## src/rtl/ckw_pkg.sv

```systemverilog
package ckw_pkg;

  localparam int SRC_W = 3;

  typedef enum logic [1:0] {
    ST_IDLE = 2'd0,
    ST_HOLD = 2'd1,
    ST_RUN  = 2'd2
  } wakeState_t;

  // strobes from control to datapath
  typedef struct packed {
    logic running;      // enable stream may be produced
    logic reloadRatio;  // keep phase at zero and track the ratio register
  } ctlStrobe_t;

  // source codes 0..2 are crystal kinds, anything above is a fast-starting source
  function automatic logic isCrystalSrc(input logic [SRC_W-1:0] src);
    return (src <= SRC_W'(2));
  endfunction

endpackage

```

## src/rtl/ckw_ctrl.sv

```systemverilog
module ckw_ctrl
  import ckw_pkg::*;
#(
  parameter int XTAL_HOLD  = 992,
  parameter int OTHER_HOLD = 224,
  parameter int SETTLE_CYC = 40
) (
  input  logic             clk,
  input  logic             rst_n,
  input  logic             startReq,
  input  logic [SRC_W-1:0] srcSel,
  output ctlStrobe_t       strobe,
  output logic             ready
);

  localparam int XTAL_TOTAL  = XTAL_HOLD + SETTLE_CYC;
  localparam int OTHER_TOTAL = OTHER_HOLD + SETTLE_CYC;
  localparam int MAX_TOTAL   = (XTAL_TOTAL > OTHER_TOTAL) ? XTAL_TOTAL : OTHER_TOTAL;
  localparam int CNT_W       = $clog2(MAX_TOTAL + 1);
  localparam logic [CNT_W-1:0] XTAL_LOAD  = CNT_W'(XTAL_TOTAL - 1);
  localparam logic [CNT_W-1:0] OTHER_LOAD = CNT_W'(OTHER_TOTAL - 1);
  localparam logic [CNT_W-1:0] CNT_ONE    = CNT_W'(1);

  wakeState_t       stateQ;
  logic [CNT_W-1:0] holdCnt;
  logic             holdDone;

  assign holdDone = (holdCnt == '0);

  always_ff @(posedge clk or negedge rst_n) begin
    if (!rst_n) begin
      stateQ  <= ST_IDLE;
      holdCnt <= '0;
    end else begin
      unique case (stateQ)
        ST_IDLE: begin
          if (startReq) begin
            holdCnt <= isCrystalSrc(srcSel) ? XTAL_LOAD : OTHER_LOAD;
            stateQ  <= ST_HOLD;
          end
        end
        ST_HOLD: begin
          if (holdDone) stateQ <= ST_RUN;
          else          holdCnt <= holdCnt - CNT_ONE;
        end
        ST_RUN:  stateQ <= ST_RUN;
        default: stateQ <= ST_IDLE;
      endcase
    end
  end

  always_comb begin
    strobe.running     = (stateQ == ST_RUN);
    strobe.reloadRatio = (stateQ != ST_RUN);
  end

  assign ready = (stateQ == ST_RUN);

endmodule

```

## src/rtl/ckw_datapath.sv

```systemverilog
module ckw_datapath
  import ckw_pkg::*;
#(
  parameter int DIV_W = 8
) (
  input  logic             clk,
  input  logic             rst_n,
  input  ctlStrobe_t       strobe,
  input  logic             wrEn,
  input  logic             wrSel,
  input  logic [DIV_W-1:0] wrData,
  output logic             cpuClkEn,
  output logic             lowPower
);

  localparam int PH_W = DIV_W + 1;
  localparam logic [PH_W-1:0] PH_ONE = PH_W'(1);

  logic [DIV_W-1:0] ratioReg;
  logic [DIV_W-1:0] ratioLive;
  logic [PH_W-1:0]  phaseCnt;
  logic [PH_W-1:0]  phaseLast;
  logic             phaseEnd;
  logic             lowPwrQ;

  // software-visible registers
  always_ff @(posedge clk or negedge rst_n) begin
    if (!rst_n) begin
      ratioReg <= '0;
      lowPwrQ  <= 1'b0;
    end else if (wrEn) begin
      if (wrSel) lowPwrQ  <= wrData[0];
      else       ratioReg <= wrData;
    end
  end

  // period length is 2*ratio, or 1 when the ratio is zero
  always_comb begin
    if (ratioLive == '0) phaseLast = '0;
    else                 phaseLast = {ratioLive, 1'b0} - PH_ONE;
  end

  assign phaseEnd = (phaseCnt == phaseLast);

  always_ff @(posedge clk or negedge rst_n) begin
    if (!rst_n) begin
      ratioLive <= '0;
      phaseCnt  <= '0;
    end else if (strobe.reloadRatio) begin
      ratioLive <= ratioReg;
      phaseCnt  <= '0;
    end else if (phaseEnd) begin
      ratioLive <= ratioReg;
      phaseCnt  <= '0;
    end else begin
      phaseCnt <= phaseCnt + PH_ONE;
    end
  end

  assign cpuClkEn = strobe.running && (phaseCnt == '0);
  assign lowPower = lowPwrQ;

endmodule

```

## src/rtl/clk_wake_div.sv

```systemverilog
module clk_wake_div
  import ckw_pkg::*;
#(
  parameter int XTAL_HOLD  = 992,
  parameter int OTHER_HOLD = 224,
  parameter int SETTLE_CYC = 40,
  parameter int DIV_W      = 8
) (
  input  logic             clk,
  input  logic             rst_n,
  input  logic             startReq,
  input  logic [2:0]       srcSel,
  input  logic             wrEn,
  input  logic             wrSel,
  input  logic [DIV_W-1:0] wrData,
  output logic             cpuClkEn,
  output logic             ready,
  output logic             lowPower
);

  ctlStrobe_t strobe;

  ckw_ctrl #(
    .XTAL_HOLD (XTAL_HOLD),
    .OTHER_HOLD(OTHER_HOLD),
    .SETTLE_CYC(SETTLE_CYC)
  ) u_ctrl (
    .clk     (clk),
    .rst_n   (rst_n),
    .startReq(startReq),
    .srcSel  (srcSel),
    .strobe  (strobe),
    .ready   (ready)
  );

  ckw_datapath #(
    .DIV_W(DIV_W)
  ) u_dp (
    .clk     (clk),
    .rst_n   (rst_n),
    .strobe  (strobe),
    .wrEn    (wrEn),
    .wrSel   (wrSel),
    .wrData  (wrData),
    .cpuClkEn(cpuClkEn),
    .lowPower(lowPower)
  );

endmodule

```

## config.mk

```make
export PLATFORM = sky130hd
export DESIGN_NAME = clk_wake_div
export DESIGN_NICKNAME = d
export VERILOG_FILES = /design/src/rtl/ckw_pkg.sv /design/src/rtl/ckw_ctrl.sv /design/src/rtl/ckw_datapath.sv /design/src/rtl/clk_wake_div.sv
export SDC_FILE = /design/constraint.sdc
export NUM_CORES = 1
export LEC_CHECK = 0
export ABC_AREA = 0
export BUFFER_PORTS_ARGS = -buffer_cell sky130_fd_sc_hd__buf_2
export CAP_MARGIN = 20
export CORE_ASPECT_RATIO = 1.1
export CORE_MARGIN = 2
export CORE_UTILIZATION = 35
export DETAILED_ROUTE_END_ITERATION = 8
export GPL_ROUTABILITY_DRIVEN = 0
export SLEW_MARGIN = 30
export SYNTH_ARGS = -nofsm -noshare
export SYNTH_HDL_FRONTEND = slang
export SYNTH_SLANG_ARGS = --single-unit
```

## constraint.sdc

```tcl
create_clock -name clk -period 3.4 [get_ports clk]
set_input_delay 0.68 -clock clk [delete_from_list [all_inputs] [get_ports clk]]
set_output_delay 0.68 -clock clk [all_outputs]
set_load 0.02 [all_outputs]
```

=== After elaboration in Yosys (flattened, before gate mapping) ===
Index checks and enable logic that the tools add are counted.

* Add/subtract/negate cells: 3
* Order comparisons: 1
* Eq/ne operators: 7
* Mux-type cells: 12
* Bitwise operators: 1
* Reductions and logical operators: 11

{| class="wikitable"
|+ Operators with widths
! operator !! count
|-
| 11-bit two-way mux || 3
|-
| 9-bit two-way mux || 3
|-
| 11-bit one-hot mux with 2 select lines || 1
|-
| 8-bit two-way mux || 2
|-
| 11-bit zero test || 1
|-
| 11-bit by 1-bit subtractor with 11-bit output, second input constant || 1
|-
| 9-bit by 1-bit adder with 9-bit output, second input constant || 1
|-
| 9-bit equality test || 1
|-
| 9-bit zero test || 1
|-
| 9-bit by 1-bit subtractor with 9-bit output, second input constant || 1
|-
| 8-bit zero test || 1
|-
| 2-bit != test, second input constant || 3
|-
| 2-bit one-hot mux with 3 select lines || 1
|-
| 2-bit AND reduction || 3
|-
| 2-bit two-way mux || 2
|-
| 2-bit nonzero test || 2
|-
| 3-bit by 2-bit less-or-equal comparator with 1-bit output, second input constant || 1
|-
| 3-bit AND reduction || 1
|-
| 2-bit by 1-bit equality test with 1-bit output, second input constant || 1
|-
| 2-bit equality test, second input constant || 1
|-
| 2-bit zero test || 1
|-
| 2-bit by 1-bit != test with 1-bit output, second input constant || 1
|-
| 1-bit logical AND || 1
|-
| 1-bit inverter || 1
|}

* Register bits: 39
* Bits of input ports: 16
* Output and inout port bits: 3
* Logic and storage cells: 41

=== Depth between registers and ports, before layout ===
* Depth after elaboration: 5
* Mapped depth: 10
* Mapped depth without buffers: 8

=== Hierarchy ===
A second synthesis with hierarchy kept.

* Cell total of the unflattened synthesis: 227
* Area, all modules: 2,404.8 um^2

{| class="wikitable"
|+ Modules (own cells, without submodules)
! module !! instances !! cells each !! area each (um^2) !! seq. area each (um^2)
|-
| ckw_datapath || 1 || 143 || 1,524.0 || 650.6
|-
| ckw_ctrl || 1 || 84 || 880.8 || 325.3
|}

=== Worst setup path after synthesis ===
Ideal clock, no wire load.

* Path kind: register to register
* Start: register u_dp.ratioLive[0]
* End: register u_dp.ratioLive[7]
* Setup time: 125 ps
* Arrival: 2,865 ps
* Data required time: 3,275 ps
* Path slack: 410 ps
* Stages on the path, launching flop included: 11
* Buffers on the path: 2
* Clock period less this slack: 2,990 ps
* Path through: dfrtp_1 inv_1 ha_1 or4b_1 buf_2 nor2_4 o32ai_1 a2111o_1 o41ai_4 buf_6 mux2_4

* Cells in the longest elaborated chain, start to end: 4
* Elaborated cells between the ends (all ways): 5
* Classes of those cells: 1 x add/sub; 1 x eq/ne; 1 x mux; 2 x reduce/logical

{| class="wikitable"
|+ RTL lines
! what !! RTL line !! source
|-
| start, declared || ckw_datapath.sv:20 || <nowiki>logic [DIV_W-1:0] ratioLive;</nowiki>
|-
| start signal, assigned || ckw_datapath.sv:50 || <nowiki>ratioLive <= ratioReg;</nowiki>
|-
| start signal, assigned || ckw_datapath.sv:53 || <nowiki>ratioLive <= ratioReg;</nowiki>
|-
| 9-bit by 1-bit subtractor with 9-bit output or 8-bit zero test (tied branches) || ckw_datapath.sv:40, ckw_datapath.sv:39 ||
|-
| 9-bit two-way mux * || ckw_datapath.sv:39 || <nowiki>if (ratioLive == '0) phaseLast = '0;</nowiki>
|-
| 9-bit equality test * || ckw_datapath.sv:43 || <nowiki>assign phaseEnd = (phaseCnt == phaseLast);</nowiki>
|-
| 2-bit nonzero test (no line) * || - ||
|}

Mark *: on every way between the ends. The rest lies on a longest branch, timed or not.
A chain may end at the register's enable or synchronous reset.

=== Worst setup path after layout ===
* Start: register u_dp.ratioLive[0]
* End: register u_dp.ratioLive[6]

The elaborated chain is that of the path after synthesis.

==> run summary <==
The highest-delay cell along the critical path is sky130_fd_sc_hd__or4b_1. The worst min-delay path category is input port to async pin. The share of total power in combinational logic came out at 34.5%. Cells with a size suffix above 1 make up 21.8% of the layout. Buffers added to address setup during post-CTS repair amount to 0. The library cell used most frequently in the layout, excluding fill and tap cells, is sky130_fd_sc_hd__dfrtp_1. The first detailed-routing pass took 4 iterations. The count of clock tree sinks came out at 39. The share of async-settable or async-resettable flops after synthesis is 100%. The number of gates given a new drive strength after cts came out at 0. Setup repair after global routing left no endpoint under its margin. The die is 79.0 um wide.

The number of nets with antenna violations after routing is 0. The post-synthesis cell area came out at 2160 um2. On the worst path, the slowest cell contributes a delay of 0.61 ns. IR analysis of the VDD net gives a maximum drop of 302 uV.

In this run the power spent charging and discharging nets is 0.619 mW. In this run the core area contains 30 standard-cell rows. The number of vias in the routed layout is 1552. The total wire length after detailed routing came out at 4100 um.

The portion of total power attributed to the clock network came out at 23.6%. Walking the worst path, the cells encountered are inv_1, ha_1, or4b_1, nor2_4, o32ai_1, a2111o_1, o41ai_4, buf_4, mux2_2. After synthesis, flip-flops and latches occupy 45.1% of the total area. The minimum clock period after layout is 3.10 ns. After clock tree synthesis, the clock-pin slew on the worst setup and hold paths is 0.09 ns. Setup slack on the worst reg-to-reg path comes out at 0.30 ns. The signed area change from the synthesized netlist to the final layout is 13.2%. The count of buffers added on input and output ports is 18. TritonCTS built the clock tree. In this run switching power makes up 36.7% of total power.

The core region is 6080 um2. The synthesized netlist cell count came out at 213. The final layout contains 256 nets. The worst setup path is launched from a register. The share of the clock period used by the worst path came out at 91.1%. For the final routed database, the setup TNS stands at 0 ns. The total of fill cells in the finished design came out at 604. Synthesis produced a netlist with a net count of 236. The total power per unit cell area is 689 nW/um2. STA classifies the critical path endpoint as a register. The worst setup path category is register to register. The mean instance size in the synthesized netlist came out at 10.2 um2. The H-tree generated during clock tree synthesis spans 2 levels. Internal power comes to 1.07 mW. At the worst endpoint, the required time is 3.58 ns. The initial antenna violation count is 0.

The number of enable flip-flop cells after synthesis is 0. The worst hold slack came out at 0.333 ns. The kind of cell with the highest combined delay along the critical path is compound AO/OA/AOI/OAI gates. Headroom to the max-slew limit came out at 37.9%. STA puts the critical path data arrival time at 3.28 ns. For the worst-skew pair, the clock arrives at the later sink with an insertion delay of 0.30 ns. The DRC marker count from the first detailed-route iteration is 62. During synthesis, Yosys emitted a total of 0 warnings. The final number of max-transition violations came out at 0. Counting flops and latches in the post-synthesis netlist gives 39.

The final setup slack of the worst path is 0.301 ns. TritonCTS created 5 clock buffers. The worst-case clock skew came out at 0.0110 ns. The number of distinct library cells after synthesis came out at 47. The run finished with clean final reports. The transition at the pin with the smallest max-transition slack came out at 0.931 ns. The sequential cell fraction of total power is 41.9%. The library cells used most frequently in the layout, excluding fill and tap cells, are sky130_fd_sc_hd__dfrtp_1 (39), sky130_fd_sc_hd__nor2_1 (30), sky130_fd_sc_hd__buf_2 (17), sky130_fd_sc_hd__mux2_2 (16), sky130_fd_sc_hd__inv_1 (13). The buffering stage count on the worst path with inverters included came out at 2. The post-placement setup slack is 0.326 ns. The number of cells after detailed placement is 306. The number of maximum-capacitance violations is 0.

After detailed routing, the number of vias per cell comes to 4.94. After detailed routing, the number of remaining DRC violations is 0. The number of top-level pins is 19.

The total design power came out at 1.69 mW. The half-perimeter wire length after placement came out at 2960 um. The highest achievable clock rate is 323 MHz. 0 antenna diodes ended up in the layout. The number of global-route vias before repair came to 1493. The global route total overflow is 0. The average routed wire per standard cell is 13.1 um. The maximum number of buffers from clock root to sink is 2.

The die height came out at 86.5 um. Global routing used 13.2% of the available tracks. Along the worst path, the maximum fanout reaches 17. The area of the die is 6830 um2.

The maximum number of pins on one net before global-route repair came out at 40. The number of failing hold endpoints at the final stage came out at 0. The effective utilization at floorplan came out at 35.6%. The cell chosen for the clock root is sky130_fd_sc_hd__clkbuf_8.

The most frequently used flop master after synthesis is sky130_fd_sc_hd__dfrtp_1. The post-layout instance count excluding filler cells is 314. The wire length of the first global-routing pass is 7040 um. The total of hold buffers inserted after clock tree synthesis came out at 0. The count of final setup violators is 0. The static leakage power came out at 1.07 nW.
[cell type report]
class / count / area (um2) / area share (%)
Multi-Input combinational cell: 154 / 1100 / 45.0
Tap cell: 80 / 100 / 4.08
Timing Repair Buffer: 20 / 108 / 4.39
Sequential cell: 39 / 976 / 39.8
Clock buffer: 5 / 68.8 / 2.81
Inverter: 13 / 48.8 / 1.99
Clock inverter: 3 / 46.3 / 1.89
[cells in the mapped netlist, drive strengths merged, types with 5 or more instances]
cell / instances / area share (%)
dfrtp: 39 / 45
xor2: 10 / 4.0
or3: 5 / 1.4
nand3: 9 / 2.1
mux2: 17 / 9.0
ha: 7 / 4.0
a21oi: 7 / 1.6
nand2: 8 / 1.4
nor2: 31 / 5.7
xnor2: 8 / 3.2
inv: 13 / 2.3
o21ai: 8 / 1.8
[power by group through the flow]
stage          Combinational, mW  Sequential (mW)  Clock [mW]
4_1_cts                    0.589            0.708       0.413
2_1_floorplan              0.514            0.657           0
3_3_place_gp               0.576            0.717           0
6_report                   0.582            0.708       0.398
5_1_grt                    0.654            0.730       0.432
3_5_place_dp               0.585            0.717           0
[path summary, 6_finish.rpt]
kind	to	cells past startpoint	from
max reg2reg	u_dp.ratioLive[6]$_DFFE_PN0P_	9	u_dp.ratioLive[0]$_DFFE_PN0P_
min reg2reg	u_dp.ratioLive[0]$_DFFE_PN0P_	1	u_dp.ratioReg[0]$_DFFE_PN0P_
max	u_dp.ratioLive[6]$_DFFE_PN0P_	9	u_dp.ratioLive[0]$_DFFE_PN0P_
min in group clk	u_dp.ratioLive[0]$_DFFE_PN0P_	1	u_dp.ratioReg[0]$_DFFE_PN0P_
max in group asynchronous	u_ctrl.stateQ[0]$_DFFE_PN0P_	1	rst_n
min	u_dp.ratioReg[2]$_DFFE_PN0P_	1	rst_n
[per-layer routing]
layer	global-route usage [%]	vias to the layer above	share of wire (%)	wire (um)
met5	0	-	0	0
met2	21.8	27	49	2000
met1	16.7	742	47	1910
met3	3.33	6	3.4	141
li1	-	777	-	-
met4	4.86	0	1.2	49
[sequential cells by signal, indices dropped and copies added, names as in the netlist]
name            count
u_ctrl.stateQ       2
u_dp.ratioLive      8
u_dp.lowPower       1
u_dp.ratioReg       8
u_dp.phaseCnt       9
u_ctrl.holdCnt     11
[through the flow]
step / cell area (um2) / utilization, %
finish: 2450 / 40.3
CTS: 2450 / 40.3
global route: 2450 / 40.3
floorplan: 2160 / -
global placement: 2330 / 38.4
detailed placement: 2330 / 38.4
[kinds of logic (layout without fill, tap and decap cells)]
group	after synthesis	after routing	share of synthesized area [%]
simple gates	76	76	18.6
flops	39	39	45.1
compound gates	35	35	11.6
buf+inv	20	41	3.93
xor+xnor	18	18	7.28
mux	18	18	9.48
fa+ha+maj	7	7	4.05
Power figures use the tool's default switching activity.
